===== config.mk =====
export PLATFORM = sky130hd
export DESIGN_NAME = ser8_bypass_tx
export DESIGN_NICKNAME = d
export VERILOG_FILES = /design/src/rtl/ser8_pkg.sv /design/src/rtl/ser8_lock_timer.sv /design/src/rtl/ser8_word_capture.sv /design/src/rtl/ser8_shifter.sv /design/src/rtl/ser8_bypass_tx.sv
export SDC_FILE = /design/constraint.sdc
export NUM_CORES = 1
export LEC_CHECK = 0
export CAP_MARGIN = 20
export CORE_MARGIN = 4
export CORE_UTILIZATION = 55
export CTS_CLUSTER_DIAMETER = 80
export DETAILED_ROUTE_END_ITERATION = 16
export PLACE_DENSITY = 0.83
export SETUP_SLACK_MARGIN = 0.4
export SYNTH_ARGS = -nofsm -noshare
export SYNTH_HDL_FRONTEND = slang
export SYNTH_SLANG_ARGS = --single-unit

===== constraint.sdc =====
create_clock -name clk_i -period 2.95 [get_ports clk_i]
set_input_delay 0.59 -clock clk_i [delete_from_list [all_inputs] [get_ports clk_i]]
set_output_delay 0.59 -clock clk_i [all_outputs]
set_load 0.01 [all_outputs]

===== src/rtl/ser8_pkg.sv =====
package ser8_pkg;
  typedef enum logic [1:0] {
    PATH_OFF    = 2'd0,
    PATH_BYPASS = 2'd1,
    PATH_SERIAL = 2'd2
  } path_e;
endpackage


===== src/rtl/ser8_lock_timer.sv =====
module ser8_lock_timer #(
  parameter int LOCK_CYCLES = 24
) (
  input  logic clk_i,
  input  logic rst_ni,
  input  logic run_i,
  output logic locked_o
);
  localparam int CW = $clog2(LOCK_CYCLES + 1);
  localparam logic [CW-1:0] LOCK_END = CW'(LOCK_CYCLES);

  logic [CW-1:0] cnt_q;

  always_ff @(posedge clk_i or negedge rst_ni) begin
    if (!rst_ni)                cnt_q <= '0;
    else if (!run_i)            cnt_q <= '0;
    else if (cnt_q != LOCK_END) cnt_q <= cnt_q + CW'(1);
  end

  assign locked_o = (cnt_q == LOCK_END);


  lock_drop_chk: assert property (@(posedge clk_i) disable iff (!rst_ni)
    !run_i |=> !locked_o);

  lock_rise_chk: assert property (@(posedge clk_i) disable iff (!rst_ni)
    $rose(locked_o) |-> $past(run_i));
endmodule


===== src/rtl/ser8_word_capture.sv =====
module ser8_word_capture #(
  parameter int W = 8
) (
  input  logic         clk_i,
  input  logic         rst_ni,
  input  logic         accept_i,
  input  logic         wclk_i,
  input  logic [W-1:0] din_i,
  input  logic [1:0]   dv_i,
  input  logic         take_i,
  output logic [W-1:0] word_o,
  output logic         vld_o
);
  logic wclk_q;
  logic rise;
  logic keep;

  assign rise = wclk_i & ~wclk_q;
  assign keep = accept_i & rise & (&dv_i);

  always_ff @(posedge clk_i or negedge rst_ni) begin
    if (!rst_ni) begin
      wclk_q <= 1'b0;
      word_o <= '0;
      vld_o  <= 1'b0;
    end else begin
      wclk_q <= wclk_i;
      if (!accept_i) begin
        vld_o <= 1'b0;
      end else if (keep) begin
        word_o <= din_i;
        vld_o  <= 1'b1;
      end else if (take_i) begin
        vld_o <= 1'b0;
      end
    end
  end


  dv_drop_chk: assert property (@(posedge clk_i) disable iff (!rst_ni)
    (accept_i && rise && !(&dv_i) && !vld_o && !take_i) |=> !vld_o);

  flush_chk: assert property (@(posedge clk_i) disable iff (!rst_ni)
    !accept_i |=> !vld_o);
endmodule


===== src/rtl/ser8_shifter.sv =====
module ser8_shifter #(
  parameter int W = 8
) (
  input  logic         clk_i,
  input  logic         rst_ni,
  input  logic         run_i,
  input  logic         vld_i,
  input  logic [W-1:0] word_i,
  output logic         take_o,
  output logic         bit_o,
  output logic         clk_o
);
  localparam int BW = (W > 1) ? $clog2(W) : 1;
  localparam logic [BW-1:0] LAST_BIT = BW'(W - 1);

  logic          phase_q;
  logic          busy_q;
  logic [BW-1:0] cnt_q;
  logic [W-1:0]  sh_q;
  logic          free;

  // shift register may reload at the end of the last bit or while idle
  assign free   = !busy_q || (cnt_q == LAST_BIT);
  assign take_o = run_i && phase_q && free && vld_i;

  always_ff @(posedge clk_i or negedge rst_ni) begin
    if (!rst_ni) begin
      phase_q <= 1'b0;
      busy_q  <= 1'b0;
      cnt_q   <= '0;
      sh_q    <= '0;
    end else if (!run_i) begin
      phase_q <= 1'b0;
      busy_q  <= 1'b0;
      cnt_q   <= '0;
    end else begin
      phase_q <= ~phase_q;
      if (phase_q) begin
        if (free) begin
          busy_q <= take_o;
          if (take_o) begin
            sh_q  <= word_i;
            cnt_q <= '0;
          end
        end else begin
          sh_q  <= sh_q >> 1;
          cnt_q <= cnt_q + BW'(1);
        end
      end
    end
  end

  assign bit_o = busy_q ? sh_q[0] : 1'b1;
  assign clk_o = busy_q ? phase_q : 1'b1;


  full_word_chk: assert property (@(posedge clk_i) disable iff (!rst_ni)
    ($fell(busy_q) && $past(run_i)) |-> ($past(cnt_q) == LAST_BIT));

  bit_hold_chk: assert property (@(posedge clk_i) disable iff (!rst_ni)
    (run_i && busy_q && !phase_q) |=> $stable(bit_o));
endmodule


===== src/rtl/ser8_bypass_tx.sv =====
module ser8_bypass_tx
  import ser8_pkg::*;
#(
  parameter int W           = 8,
  parameter int LOCK_CYCLES = 24
) (
  input  logic         clk_i,
  input  logic         rst_ni,
  input  logic         en_i,
  input  logic         bypass_i,
  input  logic         wclk_i,
  input  logic [W-1:0] din_i,
  input  logic [1:0]   dv_i,
  output logic         ser_data_o,
  output logic         ser_clk_o,
  output logic         hiz_o
);
  logic         run;
  logic         locked;
  logic         active;
  logic         take;
  logic         hold_vld;
  logic [W-1:0] hold_word;
  logic         sh_bit;
  logic         sh_clk;
  path_e        path;

  assign run    = en_i & ~bypass_i;
  assign active = run & locked;

  ser8_lock_timer #(.LOCK_CYCLES(LOCK_CYCLES)) u_lock (
    .clk_i   (clk_i),
    .rst_ni  (rst_ni),
    .run_i   (run),
    .locked_o(locked)
  );

  ser8_word_capture #(.W(W)) u_cap (
    .clk_i   (clk_i),
    .rst_ni  (rst_ni),
    .accept_i(active),
    .wclk_i  (wclk_i),
    .din_i   (din_i),
    .dv_i    (dv_i),
    .take_i  (take),
    .word_o  (hold_word),
    .vld_o   (hold_vld)
  );

  ser8_shifter #(.W(W)) u_shift (
    .clk_i (clk_i),
    .rst_ni(rst_ni),
    .run_i (active),
    .vld_i (hold_vld),
    .word_i(hold_word),
    .take_o(take),
    .bit_o (sh_bit),
    .clk_o (sh_clk)
  );

  always_comb begin
    if (!en_i)         path = PATH_OFF;
    else if (bypass_i) path = PATH_BYPASS;
    else               path = PATH_SERIAL;
  end

  always_comb begin
    unique case (path)
      PATH_OFF: begin
        ser_data_o = 1'b0;
        ser_clk_o  = 1'b0;
        hiz_o      = 1'b1;
      end
      PATH_BYPASS: begin
        ser_data_o = din_i[0];
        ser_clk_o  = wclk_i;
        hiz_o      = 1'b0;
      end
      default: begin
        ser_data_o = sh_bit;
        ser_clk_o  = sh_clk;
        hiz_o      = 1'b0;
      end
    endcase
  end


  lock_quiet_chk: assert property (@(posedge clk_i) disable iff (!rst_ni)
    (run && !locked) |-> (ser_clk_o && ser_data_o && !hiz_o));

  relock_chk: assert property (@(posedge clk_i) disable iff (!rst_ni)
    $rose(run) |-> !locked);
endmodule


==> results.toml <==
[min_path]
min_path_cells = 2
hold_end = "u_shift.sh_q[0]$_DFFE_PN0P_"
min_from = "u_shift.sh_q[0]$_DFFE_PN0P_"
min_path_type = "reg -> reg"

[place]
place_hpwl_mm = 1.790
io_buffers = 17
gp_congestion = 0.6860
dpl_worst_slack_ns = 0.4062
postPlaceCellArea_um2 = 1508

[synthesis]
ys.flop_type = "dfrtp_1"
synth.avg_cell_area_um2 = 11.60
seq_area_frac_synth = 0.5298
synthesis.area_um2 = 1323
synth_common_cells = "dfrtp_1 (28), o21ai_0 (12), nand2_1 (11), mux2i_1 (7)"
yosysMostFrequentCell = "dfrtp_1"
synth_edf_count = 0
synth_top_area_share = 0.5298
synthCells = 114
synth-seq-cells = 28
async_flop_share = 1.000
yosysTopAreaCell = "dfrtp_1"
synth_cell_type_count = 30
synth_fp_nets = 133
ys.warnings.count = 0
synth_area_leaders = "dfrtp_1 (53%), mux2i_1 (5.3%), mux2_2 (5.1%)"

[clocking]
clk-insertion-delay-late_ns = 0.33
cts.htree.levels = 1
cts_buffers = 3
root_buffer = "clkbuf_4"
cts_resized = 0
clkTransAtPathRegs_ns = 0.14
cts_hold_buf = 0
cts.sinks = 28
cts_buffer_depth = 2
cts_tree = "done"
post_cts.repair.setup_buffers = 0

[drt]
ant_nets = 0
via_count = 896
routed_wl_mm = 2.418
wl_per_cell_um = 15.02
first_pass_iters = 4
first_iter_violations = 33
remaining_drc_errors = 0
viasPerCell = 5.565

[global_routing]
grt_max_degree = 29
grt_antenna_before_repair = 0
grt_pass1_vias = 961
globalRouteOverflowTotal = 0
grt_usage = 0.1676
grt_pass1_wl_mm = 4.250

[sta]
tns_ns = 0
tightest_slew_ns = 0.3987
hold_viol_final = 0
slew_headroom = 0.7341
setup_ws_ns = 0.6855
finalCritPeriodShare = 0.7676
rsz0062_at_grt = "no"
clock_skew_ns = 0.001075
max_freq_mhz = 441.6
setup-violations-final = 0
drv_slew = 0
min_period_ns = 2.264

[final_layout]
syn_to_final_growth_pct = 18.35
final_cell_area_um2 = 1565
nFillCells = 172
diodes = 0
drive_above_1_share = 0.1278
fin_nets = 153

[run]
cap_viol_max_count = 0

[setup_path]
cp_data_arrival_time_ns = 1.67
crit_cells = 3
required_ns = 2.36
crit_path_end_kind = "output port"
crit_buf_inv = 3
timing.rr.start = "u_lock.cnt_q[0]$_DFFE_PN0P_"
path_cells = "clkdlybuf4s50_1, inv_1, clkdlybuf4s50_1"
r2r_slack_ns = 1.13
cp_slowest_stage_delay_ns = 0.53
r2r-end = "u_cap.word_o[4]$_DFFE_PN0P_"
reg2reg_depth = 6
cp_slowest_cell = "clkdlybuf4s50_1"
crit_family = "buffers and inverters"
start_kind = "primary input"
cp_max_fo = 5
crit_type = "in -> out"
crit_path_frequent_cell = "clkdlybuf4s50_1"

[pwr]
total_leakage_power_nw = 0.7298
vdd_drop_max_v = 0.0003275
powerDensity_nw_per_um2 = 434.2

[floorplan]
num_io_pins = 18
die_height_um = 57.04
dieArea_um2 = 3253
coreArea_um2 = 2255
fp-row-count = 17
start_util = 0.5866
die_w_um = 57.04

[run_status]
run_status = "complete, no violations"
==> stage by stage <==
| step | power, mW | hold WS [ns] | utilization | instances |
|---|---|---|---|---|
| 2_1_floorplan | 0.4048 | 0.2944 | - | 114 |
| 3_3_place_gp | 0.4382 | 0.4676 | 0.6687 | 157 |
| 3_5_place_dp | 0.4399 | 0.4751 | 0.6687 | 157 |
| 4_1_cts | 0.6876 | 0.5070 | 0.6920 | 161 |
| 5_1_grt | 0.7072 | 0.5357 | 0.6942 | 161 |
| 6_report | 0.6797 | 0.5016 | 0.6942 | 161 |
==> worst register-to-register path, stage by stage, from the launching register on <==
cell and delay, ns:
dfrtp_1 0.44, inv_1 0.09, ha_1 0.14, and4b_2 0.31, nand2_4 0.14, nor2_8 0.22, mux2_2 0.37
==> cell type report <==
| cell class | count | area [µm²] | share of cell area |
|---|---|---|---|
| clock buffer | 3 | 22.52 | 0.01439 |
| clock inverter | 1 | 30.03 | 0.01918 |
| inverter | 6 | 22.52 | 0.01439 |
| multi-input combinational | 75 | 556.8 | 0.3557 |
| sequential | 28 | 700.7 | 0.4476 |
| tap | 28 | 35.03 | 0.02238 |
| timing repair buffer | 20 | 197.7 | 0.1263 |
==> report_power, final <==
group	leakage (nW)	switching (mW)	internal [mW]	total, mW
Sequential	0.388	0.00138	0.386	0.387
Clock	0.0279	0.111	0.138	0.248
Combinational	0.314	0.0193	0.0247	0.0440
==> kinds of logic (layout without fill, tap and decap cells) <==
kind of cell | after synthesis | count (layout) | share of synthesized area
buf+inv | 11 | 30 | 0.04919
compound gates | 23 | 23 | 0.1164
xor+xnor | 2 | 2 | 0.01325
mux | 15 | 15 | 0.1211
flops | 28 | 28 | 0.5298
fa+ha+maj | 4 | 4 | 0.03784
simple gates | 31 | 31 | 0.1325
==> metal layers <==
metal	up-vias	wire length (µm)	GRT usage
met5	-	0	0
met4	0	36	0.06623
met3	6	71	0.04072
met2	9	1291	0.3034
met1	443	1018	0.1880
li1	438	-	-
==> how the worst max path moves through the flow <==
stage	startpoint	to	slack [ns]
2_1_floorplan	bypass_i	u_cap.word_o[0]$_DFFE_PN0P_	1.35
3_3_place_gp	en_i	ser_data_o	0.48
3_5_place_dp	bypass_i	ser_data_o	0.41
4_1_cts	bypass_i	ser_data_o	0.40
5_1_grt	en_i	hiz_o	0.64
6_report	en_i	hiz_o	0.69
==> placed cells by master, fill, tap and decap left out, drive strengths merged, types with 2 or more instances in the layout <==
master,instances
o21ai,12
buf,3
xor2,2
nand3b,2
a21oi,3
ha,4
mux2,8
inv,6
dfrtp,28
nand2,12
clkbuf,3
mux2i,7
dlymetal6s2s,2
a31oi,2
clkdlybuf4s50,15
a32oi,2
nor2,7
nand3,4
==> registers in the layout, indices dropped and copies added (netlist names) <==
signal / flops
u_shift.busy_q: 1
u_cap.wclk_q: 1
u_shift.phase_q: 1
u_cap.vld_o: 1
u_cap.word_o: 8
u_lock.cnt_q: 5
u_shift.sh_q: 8
u_shift.cnt_q: 3
Power figures use the tool's default switching activity.
